<file path="config.mk">
export PLATFORM = sky130hd
export DESIGN_NAME = ber_perf_accum
export DESIGN_NICKNAME = d
export VERILOG_FILES = /design/src/rtl/ber_perf_pkg.sv /design/src/rtl/bpa_sat_cnt.sv /design/src/rtl/bpa_interval.sv /design/src/rtl/bpa_avail_fsm.sv /design/src/rtl/ber_perf_accum.sv
export SDC_FILE = /design/constraint.sdc
export NUM_CORES = 2
export LEC_CHECK = 0
export BUFFER_PORTS_ARGS = -buffer_cell sky130_fd_sc_hd__buf_4
export CORE_ASPECT_RATIO = 1.4
export CORE_MARGIN = 2
export CORE_UTILIZATION = 60
export DETAILED_ROUTE_END_ITERATION = 10
export PLACE_DENSITY = 0.76
export SKIP_CTS_REPAIR_TIMING = 1
export SLEW_MARGIN = 20
export SYNTH_ARGS = -nofsm -noshare
export SYNTH_HDL_FRONTEND = slang
export SYNTH_HIERARCHICAL = 1
export SYNTH_SLANG_ARGS = --single-unit
export TNS_END_PERCENT = 50
</file>
<file path="constraint.sdc">
create_clock -name clk_i -period 9.59 [get_ports clk_i]
set_input_delay 1.4385 -clock clk_i [delete_from_list [all_inputs] [get_ports clk_i]]
set_output_delay 1.4385 -clock clk_i [all_outputs]
set_load 0.05 [all_outputs]
</file>
<file path="src/rtl/ber_perf_pkg.sv">
package ber_perf_pkg;
  localparam int NUM_CNT = 9;
  localparam int SEL_W   = 4;
  localparam int RUN_LEN = 10;
  localparam int AMT_W   = $clog2(RUN_LEN + 1);

  typedef enum logic [SEL_W-1:0] {
    SEL_BIT_ERR  = 4'd0,
    SEL_ES       = 4'd1,
    SEL_EFS      = 4'd2,
    SEL_SES      = 4'd3,
    SEL_DM       = 4'd4,
    SEL_LOS_EVT  = 4'd5,
    SEL_LOS_SEC  = 4'd6,
    SEL_AVAIL    = 4'd7,
    SEL_UNAVAIL  = 4'd8
  } cnt_sel_e;
endpackage

</file>
<file path="src/rtl/bpa_sat_cnt.sv">
module bpa_sat_cnt
  import ber_perf_pkg::*;
#(
  parameter int CNT_W = 32
) (
  input  logic             clk_i,
  input  logic             rst_ni,
  input  logic             clear_i,
  input  logic             inc_i,
  input  logic [AMT_W-1:0] amt_i,
  output logic [CNT_W-1:0] cnt_o
);
  localparam logic [CNT_W-1:0] MAX = '1;

  logic [CNT_W-1:0] cnt_q;
  logic [CNT_W:0]   sum;

  assign sum = {1'b0, cnt_q} + (CNT_W + 1)'(amt_i);

  always_ff @(posedge clk_i or negedge rst_ni) begin
    if (!rst_ni)      cnt_q <= '0;
    else if (clear_i) cnt_q <= '0;
    else if (inc_i)   cnt_q <= sum[CNT_W] ? MAX : sum[CNT_W-1:0];
  end

  assign cnt_o = cnt_q;

  AST_SAT_HOLD: assert property (@(posedge clk_i) disable iff (!rst_ni)
    (cnt_q == MAX && !clear_i) |=> cnt_q == MAX);
  AST_CLR_ZERO: assert property (@(posedge clk_i) disable iff (!rst_ni)
    clear_i |=> cnt_q == '0);
  AST_INC_GROWS: assert property (@(posedge clk_i) disable iff (!rst_ni)
    (inc_i && amt_i != '0 && !clear_i && cnt_q != MAX) |=> cnt_q > $past(cnt_q));
endmodule

</file>
<file path="src/rtl/bpa_interval.sv">
module bpa_interval #(
  parameter int INTV_W = 32
) (
  input  logic              clk_i,
  input  logic              rst_ni,
  input  logic              clear_i,
  input  logic              tick_i,
  input  logic              bit_en_i,
  input  logic              bit_err_i,
  output logic [INTV_W-1:0] bits_o,
  output logic [INTV_W-1:0] errs_o
);
  logic [INTV_W-1:0] bits_q, errs_q;

  // totals including this cycle's bit
  always_comb begin
    bits_o = bits_q;
    errs_o = errs_q;
    if (bit_en_i && bits_q != '1)              bits_o = bits_q + 1'b1;
    if (bit_en_i && bit_err_i && errs_q != '1) errs_o = errs_q + 1'b1;
  end

  always_ff @(posedge clk_i or negedge rst_ni) begin
    if (!rst_ni) begin
      bits_q <= '0;
      errs_q <= '0;
    end else if (clear_i || tick_i) begin
      bits_q <= '0;
      errs_q <= '0;
    end else begin
      bits_q <= bits_o;
      errs_q <= errs_o;
    end
  end

  AST_INTV_RESTART: assert property (@(posedge clk_i) disable iff (!rst_ni)
    (tick_i || clear_i) |=> (bits_q == '0 && errs_q == '0));
  AST_ERRS_LE_BITS: assert property (@(posedge clk_i) disable iff (!rst_ni)
    errs_q <= bits_q);
endmodule

</file>
<file path="src/rtl/bpa_avail_fsm.sv">
module bpa_avail_fsm
  import ber_perf_pkg::*;
(
  input  logic             clk_i,
  input  logic             rst_ni,
  input  logic             clear_i,
  input  logic             tick_i,
  input  logic             bad_i,
  output logic             avail_inc_o,
  output logic [AMT_W-1:0] avail_amt_o,
  output logic             unav_inc_o,
  output logic [AMT_W-1:0] unav_amt_o
);
  logic [AMT_W-1:0] run_q, run_d;
  logic             unav_q, unav_d;

  always_comb begin
    run_d       = run_q;
    unav_d      = unav_q;
    avail_inc_o = 1'b0;
    avail_amt_o = '0;
    unav_inc_o  = 1'b0;
    unav_amt_o  = '0;
    if (tick_i) begin
      if (!bad_i) begin
        avail_inc_o = 1'b1;
        avail_amt_o = unav_q ? AMT_W'(1) : run_q + 1'b1;
        run_d       = '0;
        unav_d      = 1'b0;
      end else if (unav_q) begin
        unav_inc_o  = 1'b1;
        unav_amt_o  = AMT_W'(1);
      end else if (run_q == AMT_W'(RUN_LEN - 1)) begin
        // backdate the whole run
        unav_inc_o  = 1'b1;
        unav_amt_o  = AMT_W'(RUN_LEN);
        run_d       = '0;
        unav_d      = 1'b1;
      end else begin
        run_d       = run_q + 1'b1;
      end
    end
  end

  always_ff @(posedge clk_i or negedge rst_ni) begin
    if (!rst_ni) begin
      run_q  <= '0;
      unav_q <= 1'b0;
    end else if (clear_i) begin
      run_q  <= '0;
      unav_q <= 1'b0;
    end else begin
      run_q  <= run_d;
      unav_q <= unav_d;
    end
  end

  AST_RUN_BOUND: assert property (@(posedge clk_i) disable iff (!rst_ni)
    run_q < AMT_W'(RUN_LEN));
  AST_UNAV_ENTRY: assert property (@(posedge clk_i) disable iff (!rst_ni)
    (tick_i && bad_i && !unav_q && run_q == AMT_W'(RUN_LEN - 1) && !clear_i) |=> unav_q);
  AST_RUN_ONLY_AVAIL: assert property (@(posedge clk_i) disable iff (!rst_ni)
    unav_q |-> run_q == '0);
endmodule

</file>
<file path="src/rtl/ber_perf_accum.sv">
module ber_perf_accum
  import ber_perf_pkg::*;
#(
  parameter int CNT_W   = 32,
  parameter int INTV_W  = 32,
  parameter int SES_DEN = 1000,
  parameter int DM_DEN  = 1000000
) (
  input  logic             clk_i,
  input  logic             rst_ni,
  input  logic             clear_i,
  input  logic             bit_en_i,
  input  logic             bit_err_i,
  input  logic             sync_i,
  input  logic             sec_tick_i,
  input  logic             min_tick_i,
  input  logic [SEL_W-1:0] rd_sel_i,
  output logic [CNT_W-1:0] rd_data_o
);
  logic [INTV_W-1:0] s_bits, s_errs, m_bits, m_errs;
  logic              sync_q, sync_fall;
  logic              sec_ok_q, sec_ok, los_seen_q;
  logic              sec_bad, min_bad;
  logic              av_inc, ua_inc;
  logic [AMT_W-1:0]  av_amt, ua_amt;

  logic [NUM_CNT-1:0] inc;
  logic [AMT_W-1:0]   amt [NUM_CNT];
  logic [CNT_W-1:0]   cnt [NUM_CNT];

  bpa_interval #(.INTV_W(INTV_W)) u_sec (
    .clk_i, .rst_ni, .clear_i, .tick_i(sec_tick_i),
    .bit_en_i, .bit_err_i, .bits_o(s_bits), .errs_o(s_errs)
  );

  bpa_interval #(.INTV_W(INTV_W)) u_min (
    .clk_i, .rst_ni, .clear_i, .tick_i(min_tick_i),
    .bit_en_i, .bit_err_i, .bits_o(m_bits), .errs_o(m_errs)
  );

  assign sync_fall = sync_q & ~sync_i;
  assign sec_ok    = sec_ok_q & sync_i;

  always_ff @(posedge clk_i or negedge rst_ni) begin
    if (!rst_ni) begin
      sync_q     <= 1'b0;
      sec_ok_q   <= 1'b1;
      los_seen_q <= 1'b0;
    end else begin
      sync_q <= sync_i;
      if (clear_i || sec_tick_i) begin
        sec_ok_q   <= 1'b1;
        los_seen_q <= 1'b0;
      end else begin
        sec_ok_q   <= sec_ok;
        los_seen_q <= los_seen_q | sync_fall;
      end
    end
  end

  assign sec_bad = (64'(s_errs) * 64'(SES_DEN)) > 64'(s_bits);
  assign min_bad = (m_errs != '0) && ((64'(m_errs) * 64'(DM_DEN)) >= 64'(m_bits));

  bpa_avail_fsm u_avail (
    .clk_i, .rst_ni, .clear_i, .tick_i(sec_tick_i), .bad_i(sec_bad),
    .avail_inc_o(av_inc), .avail_amt_o(av_amt),
    .unav_inc_o(ua_inc), .unav_amt_o(ua_amt)
  );

  always_comb begin
    inc                    = '0;
    for (int k = 0; k < NUM_CNT; k++) amt[k] = AMT_W'(1);
    inc[int'(SEL_BIT_ERR)] = bit_en_i & bit_err_i & sync_i;
    inc[int'(SEL_ES)]      = sec_tick_i & sec_ok & (s_errs != '0);
    inc[int'(SEL_EFS)]     = sec_tick_i & sec_ok & (s_errs == '0);
    inc[int'(SEL_SES)]     = sec_tick_i & sec_bad;
    inc[int'(SEL_DM)]      = min_tick_i & min_bad;
    inc[int'(SEL_LOS_EVT)] = sync_fall;
    inc[int'(SEL_LOS_SEC)] = sec_tick_i & (los_seen_q | sync_fall);
    inc[int'(SEL_AVAIL)]   = av_inc;
    amt[int'(SEL_AVAIL)]   = av_amt;
    inc[int'(SEL_UNAVAIL)] = ua_inc;
    amt[int'(SEL_UNAVAIL)] = ua_amt;
  end

  for (genvar g = 0; g < NUM_CNT; g++) begin : g_cnt
    bpa_sat_cnt #(.CNT_W(CNT_W)) u_cnt (
      .clk_i, .rst_ni, .clear_i,
      .inc_i(inc[g]), .amt_i(amt[g]), .cnt_o(cnt[g])
    );
  end

  always_comb begin
    rd_data_o = '0;
    for (int k = 0; k < NUM_CNT; k++)
      if (rd_sel_i == SEL_W'(k)) rd_data_o = cnt[k];
  end

  AST_ES_EFS_EXCL: assert property (@(posedge clk_i) disable iff (!rst_ni)
    $onehot0({inc[int'(SEL_ES)], inc[int'(SEL_EFS)]}));
  AST_NO_ERR_OUT_OF_SYNC: assert property (@(posedge clk_i) disable iff (!rst_ni)
    (!sync_i && !clear_i) |=> $stable(cnt[int'(SEL_BIT_ERR)]));
  AST_LOS_SEC_LE_EVT: assert property (@(posedge clk_i) disable iff (!rst_ni)
    (sec_tick_i && !clear_i && !los_seen_q && !sync_fall)
      |=> $stable(cnt[int'(SEL_LOS_SEC)]));
  AST_AVAIL_XOR_UNAV: assert property (@(posedge clk_i) disable iff (!rst_ni)
    $onehot0({av_inc, ua_inc}));
endmodule

</file>
==> impl_metrics.py <==
metrics = {
    "run_status": {
        "status": "complete, but fails checks",
        "violations": "negative setup slack",
    },
    "layout": {
        "fin_cells": 6147,
        "fin_nets": 5813,
        "final_area_um2": 50800,
        "multi_input_area_um2": 31700,
        "ff_latch_area_um2": 10600,
        "fillers": 5230,
        "drive_above_1_share_pct": 19.0,
        "layout_commonest_cell": "buf_4",
        "post-route-util_pct": 72.2,
        "diodes": 0,
        "area_delta_synth_final_pct": 18.9,
        "layout.cells.most_common_list": "503 x buf_4, 423 x dfrtp_1, 357 x inv_1, 332 x ha_1, 313 x nand2_1",
    },
    "global_route": {
        "grt_pass1_vias": 40100,
        "grt_util_met3_pct": 4.38,
        "grt_pass1_wl_um": 211000,
        "grt_busiest_layer": "met2",
        "antenna_found_initial": 0,
        "grt_max_degree": 171,
        "grt-ovfl-total": 0,
        "track_usage_pct": 35.5,
        "met1_usage_pct": 42.3,
        "grt_use_met2_pct": 61.0,
    },
    "detailed_routing": {
        "drt-initial-drc-count": 3866,
        "drt_wl_total_um": 134000,
        "ant_nets": 0,
        "first_pass_iters": 11,
        "vias_per_cell": 6.61,
        "drc": 0,
        "dr_total_vias": 40600,
        "wl_per_cell_um": 21.8,
    },
    "job": {
        "cap_violations": 0,
    },
    "logic_synthesis": {
        "postSynthCellCount": 4743,
        "syn_avg_cell_area_um2": 9.01,
        "synth_seq_cells": 424,
        "synth_top_area_share_pct": 24.8,
        "yosysSeqAreaShare_pct": 24.8,
        "synthesis.area_um2": 42700,
        "synth_cell_types": 100,
        "synth_ff_type": "dfrtp_1",
        "synth_edf_count": 0,
        "synth_area_leaders": "dfrtp_1 25%, fa_1 12%, ha_1 11%",
        "synthArstFlopShare_pct": 100,
        "synth_area_leader_cell": "dfrtp_1",
        "ys_warn_count": 6,
    },
    "hold_path": {
        "hp-class": "flop to flop",
        "holdPathStages": 2,
    },
    "clock_tree": {
        "clkLatencyLatePin_ns": 0.64,
        "cts.clk_slew.worst_paths_ns": 0.06,
        "cts_tree": "built",
        "clockBufferDepth": 3,
        "numCtsBuffers": 48,
        "cts_sinks": 424,
        "ctsHtreeMaxLevel": 2,
        "root_buffer": "clkbuf_16",
    },
    "placed_design": {
        "post_dp_cell_area_um2": 47400,
        "dp_hpwl_um": 99700,
        "port_buffers": 43,
        "dp.cells": 6017,
        "dp_slack_ns": -0.963,
        "gp_congestion": 1.00,
    },
    "sta": {
        "grt_setup_unrepaired": "true",
        "hold_violations": 0,
        "setup_viol": 2,
        "fin_crit_sh_pct": 100,
        "max_freq_mhz": 104,
        "skew_ns": 0.0226,
        "worst_slack_ns": -0.0352,
        "relSlewSlack_pct": 27.5,
        "worst_pin_slew_ns": 1.09,
        "post-route-min-period_ns": 9.63,
        "drv_slew": 0,
    },
    "floorplanning": {
        "io_pins": 44,
        "core_area_um2": 70400,
        "initial_utilization_pct": 60.7,
        "die_w_um": 230,
        "row_count": 115,
        "die_h_um": 320,
        "dieArea_um2": 73400,
    },
    "power_and_ir_drop": {
        "leakagePower_uw": 0.0236,
        "power_density_nw_per_um2": 86.1,
        "ir_worst_vdd_uv": 146,
    },
    "critical_path": {
        "rr_worst_depth": 37,
        "crit_type": "flop to flop",
        "r2r-end": "g_cnt[7].u_cnt/cnt_o[27]",
        "crit_path_end": "g_cnt[7].u_cnt/cnt_o[27]",
        "cp.arrival_ns": 10.15,
        "end_kind": "flop",
        "max_stage_delay_ns": 0.68,
        "critPathMaxFanout": 5,
        "crit_start": "u_sec/errs_q[1]",
        "reg2reg_from": "u_sec/errs_q[1]",
        "cp-start-kind": "flop",
        "required_ns": 10.11,
        "r2r_slack_ns": -0.04,
        "cpMaxStageDelayCell": "or4_4",
    },
}
-- cell families after synthesis --
kind of cell / synth area share, %
AOI/OAI and AO/OA: 17.5
xor gates and xnor gates: 3.85
adders and majority gates: 23.0
buffers and inverters: 5.39
DFF: 24.8
muxes: 1.85
other: 0.0264
and+or+nand+nor: 23.6
-- area by class of cell --
| class | count | area share (%) |
|---|---|---|
| sequential | 424 | 20.9 |
| inverter | 377 | 2.79 |
| clock buffer | 68 | 2.75 |
| tap | 936 | 2.31 |
| timing repair buffer | 529 | 8.10 |
| clock inverter | 20 | 0.710 |
| multi-input combinational | 3793 | 62.4 |
-- per-stage QoR --
stage	hold WS (ns)	power [uW]	TNS, ns
floorplan	0.498	2120	-0.422
global placement	0.520	2270	-37.38
detailed placement	0.553	2280	-52.39
CTS	0.558	4360	-9.25
global route	0.596	4500	-10.71
finish	0.564	4370	-0.0510
-- sequential cells by signal, summed over array words and instances (netlist names) --
register	flops
u_avail/unav_q	1
sec_ok_q	1
g_cnt.u_cnt/cnt_o	288
sync_q	1
u_sec/errs_q	32
los_seen_q	1
u_min/bits_q	32
u_min/errs_q	32
u_avail/run_q	4
u_sec/bits_q	32
-- worst max-delay path: cells and delay by family (launching register included) --
family | cells | cell delay [ns]
AOI/OAI and AO/OA | 11 | 1.89
xor gates and xnor gates | 1 | 0.22
adders and majority gates | 8 | 2.94
buffers and inverters | 2 | 0.33
DFF | 1 | 0.41
and+or+nand+nor | 15 | 3.72
-- per-layer routing --
metal	wire, um	vias to the layer above
met1	50100	19900
met5	0	-
met2	66100	1768
li1	-	18500
met3	8420	444
met4	9410	0
-- power breakdown --
part	internal, uW	switching, uW
Sequential	1800	22.8
Combinational	158	302
Clock	1240	849
Total	3200	1170
-- how the worst min path moves through the flow --
stage	endpoint	slack [ns]	from
2_1_floorplan	g_cnt[0].u_cnt/cnt_o[8]	0.50	g_cnt[0].u_cnt/cnt_o[8]
3_3_place_gp	los_seen_q	0.52	los_seen_q
3_5_place_dp	g_cnt[1].u_cnt/cnt_o[8]	0.55	g_cnt[1].u_cnt/cnt_o[8]
4_1_cts	los_seen_q	0.56	los_seen_q
5_1_grt	g_cnt[1].u_cnt/cnt_o[8]	0.60	g_cnt[1].u_cnt/cnt_o[8]
6_report	los_seen_q	0.56	los_seen_q
-- Yosys cell counts (all sizes together) (21+ instances only) --
master	n
nor2	302
and4	87
a211oi	77
buf	58
and3	97
xor2	44
a222oi	24
nor3	164
clkbuf	124
xnor2	141
dfrtp	423
and4b	21
nand2	326
ha	366
a21oi	259
a21o	55
and2	80
a22o	23
o211a	32
a221oi	23
nor4	68
nand3	200
o21bai	23
nand4	180
a311oi	66
o31ai	28
mux2i	72
fa	262
inv	377
o21ai	136
a31oi	105
a22oi	52
or3	131
or4	48
Note: power is estimated with default switching activity, not from simulation.
